## config.mk

```make
export PLATFORM = sky130hd
export DESIGN_NAME = dual_eval_route_stage
export DESIGN_NICKNAME = d
export VERILOG_FILES = /design/src/rtl/rsc_pkg.sv /design/src/rtl/rsc_compute.sv /design/src/rtl/rsc_ctrl.sv /design/src/rtl/rsc_datapath.sv /design/src/rtl/dual_eval_route_stage.sv
export SDC_FILE = /design/constraint.sdc
export NUM_CORES = 1
export LEC_CHECK = 0
export ABC_AREA = 1
export BUFFER_PORTS_ARGS = -buffer_cell sky130_fd_sc_hd__buf_2
export CORE_MARGIN = 2
export CORE_UTILIZATION = 50
export CTS_CLUSTER_SIZE = 8
export DETAILED_ROUTE_END_ITERATION = 8
export PLACE_DENSITY_LB_ADDON = 0.25
export SYNTH_ARGS = -nofsm -noshare
export SYNTH_HDL_FRONTEND = slang
export SYNTH_SLANG_ARGS = --single-unit
export TNS_END_PERCENT = 50
```

## constraint.sdc

```tcl
create_clock -name clk -period 4.8 [get_ports clk]
set_input_delay 0.72 -clock clk [delete_from_list [all_inputs] [get_ports clk]]
set_output_delay 0.72 -clock clk [all_outputs]
set_load 0.005 [all_outputs]
```

## src/rtl/rsc_pkg.sv

```systemverilog
package rsc_pkg;
  localparam int NUM_PORTS = 7;
  localparam int PORT_W    = $clog2(NUM_PORTS);
  localparam int DIM_W     = 2;
  localparam int NUM_DIMS  = 3;
  localparam int HDR_W     = DIM_W * NUM_DIMS;

  typedef logic [PORT_W-1:0]    port_t;
  typedef logic [NUM_PORTS-1:0] grant_t;
  typedef logic [HDR_W-1:0]     hdr_t;

  localparam port_t PORT_LOCAL = port_t'(0);
  localparam port_t PORT_NORTH = port_t'(1);
  localparam port_t PORT_EAST  = port_t'(2);
  localparam port_t PORT_SOUTH = port_t'(3);
  localparam port_t PORT_WEST  = port_t'(4);
  localparam port_t PORT_UP    = port_t'(5);
  localparam port_t PORT_DOWN  = port_t'(6);

  localparam logic [DIM_W-1:0] DIR_PLUS  = 2'b01;
  localparam logic [DIM_W-1:0] DIR_MINUS = 2'b10;

  typedef enum logic [1:0] {PH_FIRST, PH_CMP, PH_RCV} phase_t;

  typedef struct packed {
    logic loadFirst;
    logic loadSecond;
    logic commitDirect;
    logic commitVoted;
  } strobe_t;

  // dimension order X, Y, Z
  function automatic port_t routeFn(hdr_t hdr);
    logic [DIM_W-1:0] dx, dy, dz;
    dx = hdr[DIM_W-1:0];
    dy = hdr[2*DIM_W-1:DIM_W];
    dz = hdr[3*DIM_W-1:2*DIM_W];
    if (dx == DIR_PLUS)       return PORT_EAST;
    else if (dx == DIR_MINUS) return PORT_WEST;
    else if (dy == DIR_PLUS)  return PORT_NORTH;
    else if (dy == DIR_MINUS) return PORT_SOUTH;
    else if (dz == DIR_PLUS)  return PORT_UP;
    else if (dz == DIR_MINUS) return PORT_DOWN;
    return PORT_LOCAL;
  endfunction

  // fixed priority, lowest index wins
  function automatic grant_t allocFn(grant_t req);
    grant_t g;
    g = '0;
    for (int i = NUM_PORTS - 1; i >= 0; i--) begin
      if (req[i]) begin
        g    = '0;
        g[i] = 1'b1;
      end
    end
    return g;
  endfunction

  function automatic port_t majPort(port_t a, port_t b, port_t c);
    return (a & b) | (a & c) | (b & c);
  endfunction

  function automatic grant_t majGrant(grant_t a, grant_t b, grant_t c);
    return (a & b) | (a & c) | (b & c);
  endfunction
endpackage

```

## src/rtl/rsc_compute.sv

```systemverilog
module rsc_compute
  import rsc_pkg::*;
(
  input  hdr_t   hdr,
  input  grant_t req,
  input  port_t  injNp,
  input  grant_t injGrant,
  output port_t  np,
  output grant_t grant
);
  // Shared evaluation hardware, reused for every pass of a flit.
  always_comb begin
    np    = routeFn(hdr) ^ injNp;
    grant = allocFn(req) ^ injGrant;
  end
endmodule

```

## src/rtl/rsc_ctrl.sv

```systemverilog
module rsc_ctrl
  import rsc_pkg::*;
(
  input  logic    clk,
  input  logic    rst_n,
  input  logic    flitValid,
  input  logic    npMis,
  input  logic    grantMis,
  output strobe_t strb,
  output logic    stall
);
  phase_t phase, phaseNxt;

  always_comb begin
    strb     = '0;
    phaseNxt = phase;
    case (phase)
      PH_FIRST: begin
        if (flitValid) begin
          strb.loadFirst = 1'b1;
          phaseNxt       = PH_CMP;
        end
      end
      PH_CMP: begin
        if (npMis || grantMis) begin
          strb.loadSecond = 1'b1;
          phaseNxt        = PH_RCV;
        end else begin
          strb.commitDirect = 1'b1;
          phaseNxt          = PH_FIRST;
        end
      end
      PH_RCV: begin
        strb.commitVoted = 1'b1;
        phaseNxt         = PH_FIRST;
      end
      default: phaseNxt = PH_FIRST;
    endcase
  end

  always_ff @(posedge clk) begin
    if (!rst_n) phase <= PH_FIRST;
    else        phase <= phaseNxt;
  end

  assign stall = (phase != PH_FIRST);

  assert_stall_after_accept_R2: assert property (@(posedge clk) disable iff (!rst_n)
    (!stall && flitValid) |=> stall);
  assert_idle_no_stall_R7: assert property (@(posedge clk) disable iff (!rst_n)
    (!stall && !flitValid) |=> !stall);
  assert_stall_max_two_R4: assert property (@(posedge clk) disable iff (!rst_n)
    ($past(stall) && stall) |=> !stall);
endmodule

```

## src/rtl/rsc_datapath.sv

```systemverilog
module rsc_datapath
  import rsc_pkg::*;
(
  input  logic    clk,
  input  logic    rst_n,
  input  strobe_t strb,
  input  hdr_t    inHdr,
  input  grant_t  inReq,
  input  port_t   injNp,
  input  grant_t  injGrant,
  output logic    npMis,
  output logic    grantMis,
  output port_t   outNp,
  output grant_t  outGrant,
  output logic    xbarEn
);
  hdr_t   heldHdr;
  grant_t heldReq;
  port_t  np1, np2, curNp;
  grant_t gt1, gt2, curGt;
  logic   npBad, gtBad;
  hdr_t   hdrSel;
  grant_t reqSel;

  assign hdrSel = strb.loadFirst ? inHdr : heldHdr;
  assign reqSel = strb.loadFirst ? inReq : heldReq;

  rsc_compute compute_i (
    .hdr     (hdrSel),
    .req     (reqSel),
    .injNp   (injNp),
    .injGrant(injGrant),
    .np      (curNp),
    .grant   (curGt)
  );

  assign npMis    = (curNp != np1);
  assign grantMis = (curGt != gt1);

  always_ff @(posedge clk) begin
    if (!rst_n) begin
      heldHdr  <= '0;
      heldReq  <= '0;
      np1      <= '0;
      gt1      <= '0;
      np2      <= '0;
      gt2      <= '0;
      npBad    <= 1'b0;
      gtBad    <= 1'b0;
      outNp    <= '0;
      outGrant <= '0;
      xbarEn   <= 1'b0;
    end else begin
      xbarEn <= strb.commitDirect | strb.commitVoted;
      if (strb.loadFirst) begin
        heldHdr <= inHdr;
        heldReq <= inReq;
        np1     <= curNp;
        gt1     <= curGt;
      end
      if (strb.loadSecond) begin
        np2   <= curNp;
        gt2   <= curGt;
        npBad <= npMis;
        gtBad <= grantMis;
      end
      if (strb.commitDirect) begin
        outNp    <= np1;
        outGrant <= gt1;
      end
      if (strb.commitVoted) begin
        outNp    <= npBad ? majPort(np1, np2, curNp) : np1;
        outGrant <= gtBad ? majGrant(gt1, gt2, curGt) : gt1;
      end
    end
  end

  assert_grant_onehot_R10: assert property (@(posedge clk) disable iff (!rst_n)
    $onehot0(outGrant));
  assert_np_in_range_R9: assert property (@(posedge clk) disable iff (!rst_n)
    xbarEn |-> (outNp < port_t'(NUM_PORTS)));
endmodule

```

## src/rtl/dual_eval_route_stage.sv

```systemverilog
module dual_eval_route_stage
  import rsc_pkg::*;
(
  input  logic       clk,
  input  logic       rst_n,
  input  logic       flitValid,
  input  logic [5:0] flitHdr,
  input  logic [6:0] flitReq,
  input  logic [2:0] injNp,
  input  logic [6:0] injGrant,
  output logic       stall,
  output logic       xbarEn,
  output logic [2:0] outNp,
  output logic [6:0] outGrant
);
  strobe_t strb;
  logic    npMis, grantMis;

  rsc_ctrl ctrl_i (
    .clk      (clk),
    .rst_n    (rst_n),
    .flitValid(flitValid),
    .npMis    (npMis),
    .grantMis (grantMis),
    .strb     (strb),
    .stall    (stall)
  );

  rsc_datapath dp_i (
    .clk     (clk),
    .rst_n   (rst_n),
    .strb    (strb),
    .inHdr   (flitHdr),
    .inReq   (flitReq),
    .injNp   (injNp),
    .injGrant(injGrant),
    .npMis   (npMis),
    .grantMis(grantMis),
    .outNp   (outNp),
    .outGrant(outGrant),
    .xbarEn  (xbarEn)
  );

  assert_xbar_after_busy_R3: assert property (@(posedge clk) disable iff (!rst_n)
    xbarEn |-> ($past(stall) && !stall));
endmodule

```

==> Yosys cells after proc, flatten, opt, wreduce, memory -nomap -nowiden <==
Index checks and enable logic that the tools add are counted.
{ "classes": {"add_sub_neg": 0, "mul": 0, "div": 0, "magnitude_cmp": 0, "n_eq_ne": 11, "n_shift": 0, "n_mux": 37, "n_bitwise": 13, "reduce_logical": 4} }
{ "op_table": {"columns": ["cell", "n"], "rows": [
  ["2-to-1 mux 7 bit", 11],
  ["2-to-1 mux 3 bit", 10],
  ["AND 7 bit", 3],
  ["OR 7 bit", 2],
  ["2-to-1 mux 1 bit", 11],
  ["AND 3 bit", 3],
  ["equality test 2 x 1 -> 1 bit, second input constant", 4],
  ["equality test 2 bit, second input constant", 4],
  ["!= test 7 bit", 1],
  ["XOR 7 bit", 1],
  ["2-to-1 mux 2 bit", 3],
  ["2-to-1 mux 6 bit", 1],
  ["OR 3 bit", 2],
  ["case mux 2 bit (2 select lines)", 1],
  ["nonzero test 2 bit", 2],
  ["!= test 3 bit", 1],
  ["XOR 3 bit", 1],
  ["logical NOT 2 bit", 1],
  ["!= test 2 bit, second input constant", 1],
  ["logical OR 1 bit", 1],
  ["OR 1 bit", 1]
]} }
{ "totals": {"regBits": 48, "latchBits": 0, "mem_bits_rw": 0, "mem_bits_ro": 0, "out_inout_bits": 12, "elab_cells": 77, "mem_count": 0} }

==> Logic depth before layout (Yosys ltp) <==
{ "logic_depth": {"word_depth": 18, "ltp_mapped": 27} }

==> Modules after synthesis <==
A second synthesis with hierarchy kept.
{ "unflattened": {"hier_cells": 358, "area_unflattened_um2": 2464.9} }
{ "modules_own_cells": {"columns": ["module", "instances", "cells_each", "area_per_inst_um2"], "rows": [
  ["rsc_datapath", 1, 274, 2014.4],
  ["rsc_compute", 1, 65, 335.3],
  ["rsc_ctrl", 1, 19, 115.1]
]} }

==> Least setup slack after synthesis <==
Ideal clock, no wire load.
{ "synth_path": {"path_kind": "input -> register", "startpoint": "input port flitValid", "endpoint": "register dp_i.np2[0]", "setup_time_ps": 115, "t_arrival_ps": 3520, "required_ps": 4685, "path_slack_ps": 1165, "path_stages": 22, "cell_sequence": "nand2_2 > buf_6 > buf_4 > inv_2 > or2_2 > o21ai_0 > inv_1 > ha_1 > o21ai_0 > nand3_1 > nand2_1 > nand2_1 > ha_1 > nor3_1 > nor2_1 > nor2_4 > inv_2 > buf_6 > nor2_1 > nor2_1 > o21ai_0 > inv_1"} }
{ "synth_between": {"elab_chain_cells": 16} }
{ "synth_rtl": {"columns": ["element", "line_no", "rtl"], "rows": [
  ["start, declared", "dual_eval_route_stage.sv:6", "input logic flitValid,"],
  ["2-to-1 mux 1 bit (*)", "rsc_ctrl.sv:19", "if (flitValid) begin"],
  ["2-to-1 mux 1 bit (*)", "rsc_ctrl.sv:17", "case (phase)"],
  ["2-to-1 mux 6 bit (*)", null, null],
  ["via dp_i.compute_i.hdr[4]", "rsc_compute.sv:4", "input hdr_t hdr,"],
  ["equality test 2 bit", "rsc_pkg.sv:43", "else if (dz == DIR_MINUS) return PORT_DOWN;"],
  ["2-to-1 mux 1 bit", "rsc_pkg.sv:43", null],
  ["2-to-1 mux 1 bit", "rsc_pkg.sv:42", "else if (dz == DIR_PLUS) return PORT_UP;"],
  ["2-to-1 mux 1 bit", "rsc_pkg.sv:41", "else if (dy == DIR_MINUS) return PORT_SOUTH;"],
  ["(+2 left out)", null, null],
  ["2-to-1 mux 1 bit", "rsc_pkg.sv:38", "if (dx == DIR_PLUS) return PORT_EAST;"],
  ["2-to-1 mux 3 bit (*)", "rsc_pkg.sv:44", "return PORT_LOCAL;"],
  ["XOR 3 bit (*)", "rsc_compute.sv:13", "np = routeFn(hdr) ^ injNp;"],
  ["via dp_i.compute_i.np[0]", "rsc_compute.sv:8", "output port_t np,"],
  ["!= test 3 bit", "rsc_datapath.sv:37", "assign npMis = (curNp != np1);"],
  ["logical OR 1 bit", "rsc_ctrl.sv:25", "if (npMis || grantMis) begin"],
  ["2-to-1 mux 1 bit", "rsc_ctrl.sv:25", null],
  ["2-to-1 mux 2 bit", "rsc_ctrl.sv:17", null],
  ["end signal, assigned", "rsc_datapath.sv:62", "np2 <= curNp;"],
  ["end, declared", "rsc_datapath.sv:19", "port_t np1, np2, curNp;"]
]} }
Mark *: on every way through the listed nets, which the timed path passes. The rest lies on a longest branch.
A chain may end at the register's enable or synchronous reset.

==> Worst setup path after layout <==
{ "layout_path": {"startpoint": "register ctrl_i.phase[1]", "endpoint": "register dp_i.np2[2]"} }
{ "layout_between": {"elab_chain_cells": 16} }
{ "layout_rtl": {"columns": ["element", "line_no", "rtl"], "rows": [
  ["start, declared", "rsc_ctrl.sv:12", "phase_t phase, phaseNxt;"],
  ["start signal, assigned", "rsc_ctrl.sv:43", "else phase <= phaseNxt;"],
  ["logical NOT 2 bit (*)", "rsc_ctrl.sv:17", null],
  ["2-to-1 mux 1 bit (*)", "rsc_ctrl.sv:17", null],
  ["2-to-1 mux 6 bit (*)", null, null],
  ["via dp_i.compute_i.hdr[4]", "rsc_compute.sv:4", null],
  ["equality test 2 bit", "rsc_pkg.sv:43", null],
  ["2-to-1 mux 1 bit", "rsc_pkg.sv:43", null],
  ["2-to-1 mux 1 bit", "rsc_pkg.sv:42", null],
  ["2-to-1 mux 1 bit", "rsc_pkg.sv:41", null],
  ["(+2 left out)", null, null],
  ["2-to-1 mux 1 bit", "rsc_pkg.sv:38", null],
  ["2-to-1 mux 3 bit (*)", "rsc_pkg.sv:44", null],
  ["XOR 3 bit (*)", "rsc_compute.sv:13", null],
  ["via dp_i.compute_i.np[0]", "rsc_compute.sv:8", null],
  ["!= test 3 bit (*)", "rsc_datapath.sv:37", null],
  ["logical OR 1 bit (*)", "rsc_ctrl.sv:25", null],
  ["2-to-1 mux 1 bit (*)", "rsc_ctrl.sv:25", null],
  ["2-to-1 mux 2 bit (*)", "rsc_ctrl.sv:17", null]
]} }
Marks and branches as above.

==> flow_summary.yaml <==
run_status:
  outcome: "complete, no violations"
place:
  dp_cells: 488
  gp_congestion: 0.865
  io_buffer_count: 37
  post-place-ws_ns: 0.761
  place_hpwl_mm: 4.05
  postPlaceCellArea_sq_um: 2870
floorplanning:
  coreArea_sq_um: 5110
  ioPinCount: 38
  die_w_microns: 76.6
  die_h_microns: 76.6
  dieArea_sq_um: 5870
  start_util_pct: 51.6
  rows: 26
synth:
  ys.flop_type: "dfxtp_1"
  synth.top_cells.by_area: "dfxtp_1, nand2_1, inv_1"
  ys_ff_latch: 48
  ys.warnings.count: 0
  postSynthCellCount: 388
  netlist.area_leader.share_pct: 36.4
  ys_seq_area_share_pct: 36.4
  netlist_area_sq_um: 2640
  async_flop_share_pct: 0
  synth.top_cells.by_count: "nand2_1, inv_1, nor2_1"
  ys_types: 28
  syn_nets: 427
  synth_top_cell_by_area: "dfxtp_1"
  synth_edf_count: 0
  syn_avg_cell_area_sq_um: 6.79
  yosysMostFrequentCell: "nand2_1"
sta:
  slew_headroom_pct: 63.8
  slew_violations: 0
  fin_tns_setup_ns: 0
  period_share_pct: 78.1
  rsz0062_at_grt: "false"
  post-route-worst-setup-slack_ns: 1.05
  tightest_slew_ns: 0.540
  fmax_mhz: 267
  hold_violations: 0
  period_needed_ns: 3.75
  final.setup_skew_ns: 0.00291
  setup_viol: 0
critical_path:
  path_class: "reg -> reg"
  critPathMaxFanout: 21
  crit_path_frequent_cell: "nor2_1"
  cp.arrival_ns: 3.95
  cpPeakStageDelay_ns: 0.35
  r2r_setup_slack_ns: 1.05
  crit_slowest_cell: "dfxtp_1"
  worstReg2RegEnd: "dp_i.np2[2]$_SDFFE_PN0P_"
  worstSetupEndpointType: "register"
  rr_startpoint: "ctrl_i.phase[1]$_SDFFE_PN0P_"
  required_ns: 5.00
  critPathLaunchType: "register"
  reg2reg_depth: 19
  startpoint: "ctrl_i.phase[1]$_SDFFE_PN0P_"
  crit_chain: "nor2_4 > nand2_2 > buf_4 > o21ai_0 > inv_1 > ha_1 > o21ai_0 > nand3_1 > nand2_1 > nand2_1 > ha_1 > nor3_1 > nor2_1 > nor2_4 > inv_2 > nor2_1 > nor2_1 > o21ai_1 > inv_1"
clock_network:
  clock_path_buffers: 2
  path_clk_slew_ns: 0.08
  cts_resized: 0
  ctsRootBufferMaster: "clkbuf_8"
  insertion_delay_ns: 0.30
  cts_sinks: 48
  cts_setup_buffers: 0
  htree_num_levels: 2
  hold_buffers: 0
  cts_tree: "done"
  numCtsBuffers: 5
global_routing:
  grt_pass1_vias: 2308
  antenna_found_initial: 0
  grt.overflow.total: 0
  grt_max_degree: 32
  grt_pass1_wl_mm: 9.81
  grt.total_usage_pct: 20.7
min_path:
  hold_class: "reg -> reg"
  hold_depth: 2
  min-delay-start: "dp_i.outNp[2]$_SDFFE_PN0P_"
  min_to: "dp_i.outNp[2]$_SDFFE_PN0P_"
power_and_ir_drop:
  leakagePower_nw: 1.61
  p_per_area_nw_per_um2: 335
  worst_ir_drop_vdd_mv: 0.208
route:
  drc_errors: 0
  routed_wirelength_mm: 5.47
  drtAntennaViolNets: 0
  dr.first_iter.drc_count: 106
  avgRoutedWirePerCell_microns: 11.0
  via_per_inst: 4.78
  vias: 2373
  dr.pass1.iters: 4
finish:
  instances_no_fill: 496
  n_fill_cell: 520
  drive_above_1_share_pct: 19.7
  syn2layout_area_growth_pct: 12.1
  final_area_sq_um: 2960
  nets: 464
  antenna_cells: 0
  postLayoutCoreUtil_pct: 57.9
job:
  cap_violations: 0
state kept, by name, indices dropped and copies added (netlist names):
signal	flops
dp_i.gt1	7
dp_i.gt2	7
dp_i.heldReq	7
dp_i.outGrant	7
dp_i.heldHdr	6
dp_i.np1	3
dp_i.np2	3
dp_i.outNp	3
ctrl_i.phase	2
dp_i.gtBad	1
dp_i.npBad	1
dp_i.xbarEn	1
per-stage QoR:
stage                     hold slack [ns]  power [mW]
after floorplan                     0.440       0.689
after CTS                           0.458       0.998
after detailed placement            0.441       0.753
after global routing                0.473        1.06
final                               0.452       0.991
after global placement              0.435       0.748
worst max-delay path by stage:
stage                     slack [ns]                        to
final                           1.05  dp_i.np2[2]$_SDFFE_PN0P_
after global routing            0.57  dp_i.gt2[5]$_SDFFE_PN0P_
after CTS                       1.03  dp_i.np2[2]$_SDFFE_PN0P_
after detailed placement        0.76  dp_i.np2[2]$_SDFFE_PN0P_
after global placement          0.86  dp_i.gt2[3]$_SDFFE_PN0P_
after floorplan                 1.16  dp_i.np2[0]$_SDFFE_PN0P_
worst max-delay path, delay by kind of cell, from the launching register on:
| kind | cells | cell delay (ns) |
|---|---|---|
| AO/OA/AOI/OAI | 3 | 0.52 |
| adder cells (fa/ha/maj) | 2 | 0.60 |
| buffers and inverters | 4 | 0.56 |
| flip-flops | 1 | 0.35 |
| AND/OR/NAND/NOR | 10 | 1.60 |
cell type report:
| cell class | count | area, sq um | area share, % |
|---|---|---|---|
| Clock buffer | 8 | 90.1 | 3.05 |
| Inverter | 61 | 229 | 7.75 |
| Multi-Input combinational cell | 269 | 1380 | 46.7 |
| Sequential cell | 48 | 961 | 32.5 |
| Tap cell | 70 | 87.6 | 2.96 |
| Timing Repair Buffer | 40 | 208 | 7.03 |
placed cells by master (no fill, tap or decap):
master,Yosys,layout
or2_2,3,3
a21oi_1,23,23
nand2_1,88,88
xnor2_1,1,1
nand3_2,1,1
o21ai_0,16,16
o21bai_1,1,1
nand2_4,1,1
nor3_1,3,3
buf_4,1,3
clkbuf_1,4,2
mux2i_1,1,1
nand3b_1,6,6
inv_2,5,5
nand4_1,1,1
ha_1,13,13
o21ai_1,10,10
nand2_2,21,21
nand3_1,19,19
clkbuf_8,0,6
nor2_4,3,3
dfxtp_1,48,48
xor2_2,1,1
inv_1,56,56
nor2_1,53,53
o211ai_1,1,1
buf_2,2,37
o21ai_2,3,3
power by group:
part | total (mW) | switching [mW] | internal, mW
clock | 0.246 | 0.129 | 0.118
sequential | 0.460 | 0.0209 | 0.439
combinational | 0.284 | 0.182 | 0.102
cells by family (layout without fill, tap and decap cells):
family | count (synthesis) | after routing | synth area share (%)
simple gates | 199 | 199 | 34.0
buf+inv | 71 | 109 | 11.2
compound gates | 54 | 54 | 10.9
flops | 48 | 48 | 36.4
fa+ha+maj | 13 | 13 | 6.17
xor+xnor | 2 | 2 | 0.949
mux | 1 | 1 | 0.380
layer usage:
layer	vias up	part of all wire (%)	global-route usage [%]
met5	-	0	0
met4	0	1.4	7.45
met3	7	4.1	3.91
met2	44	49	37.3
met1	1052	46	24.5
li1	1270	-	-
Power figures use the tool's default switching activity.
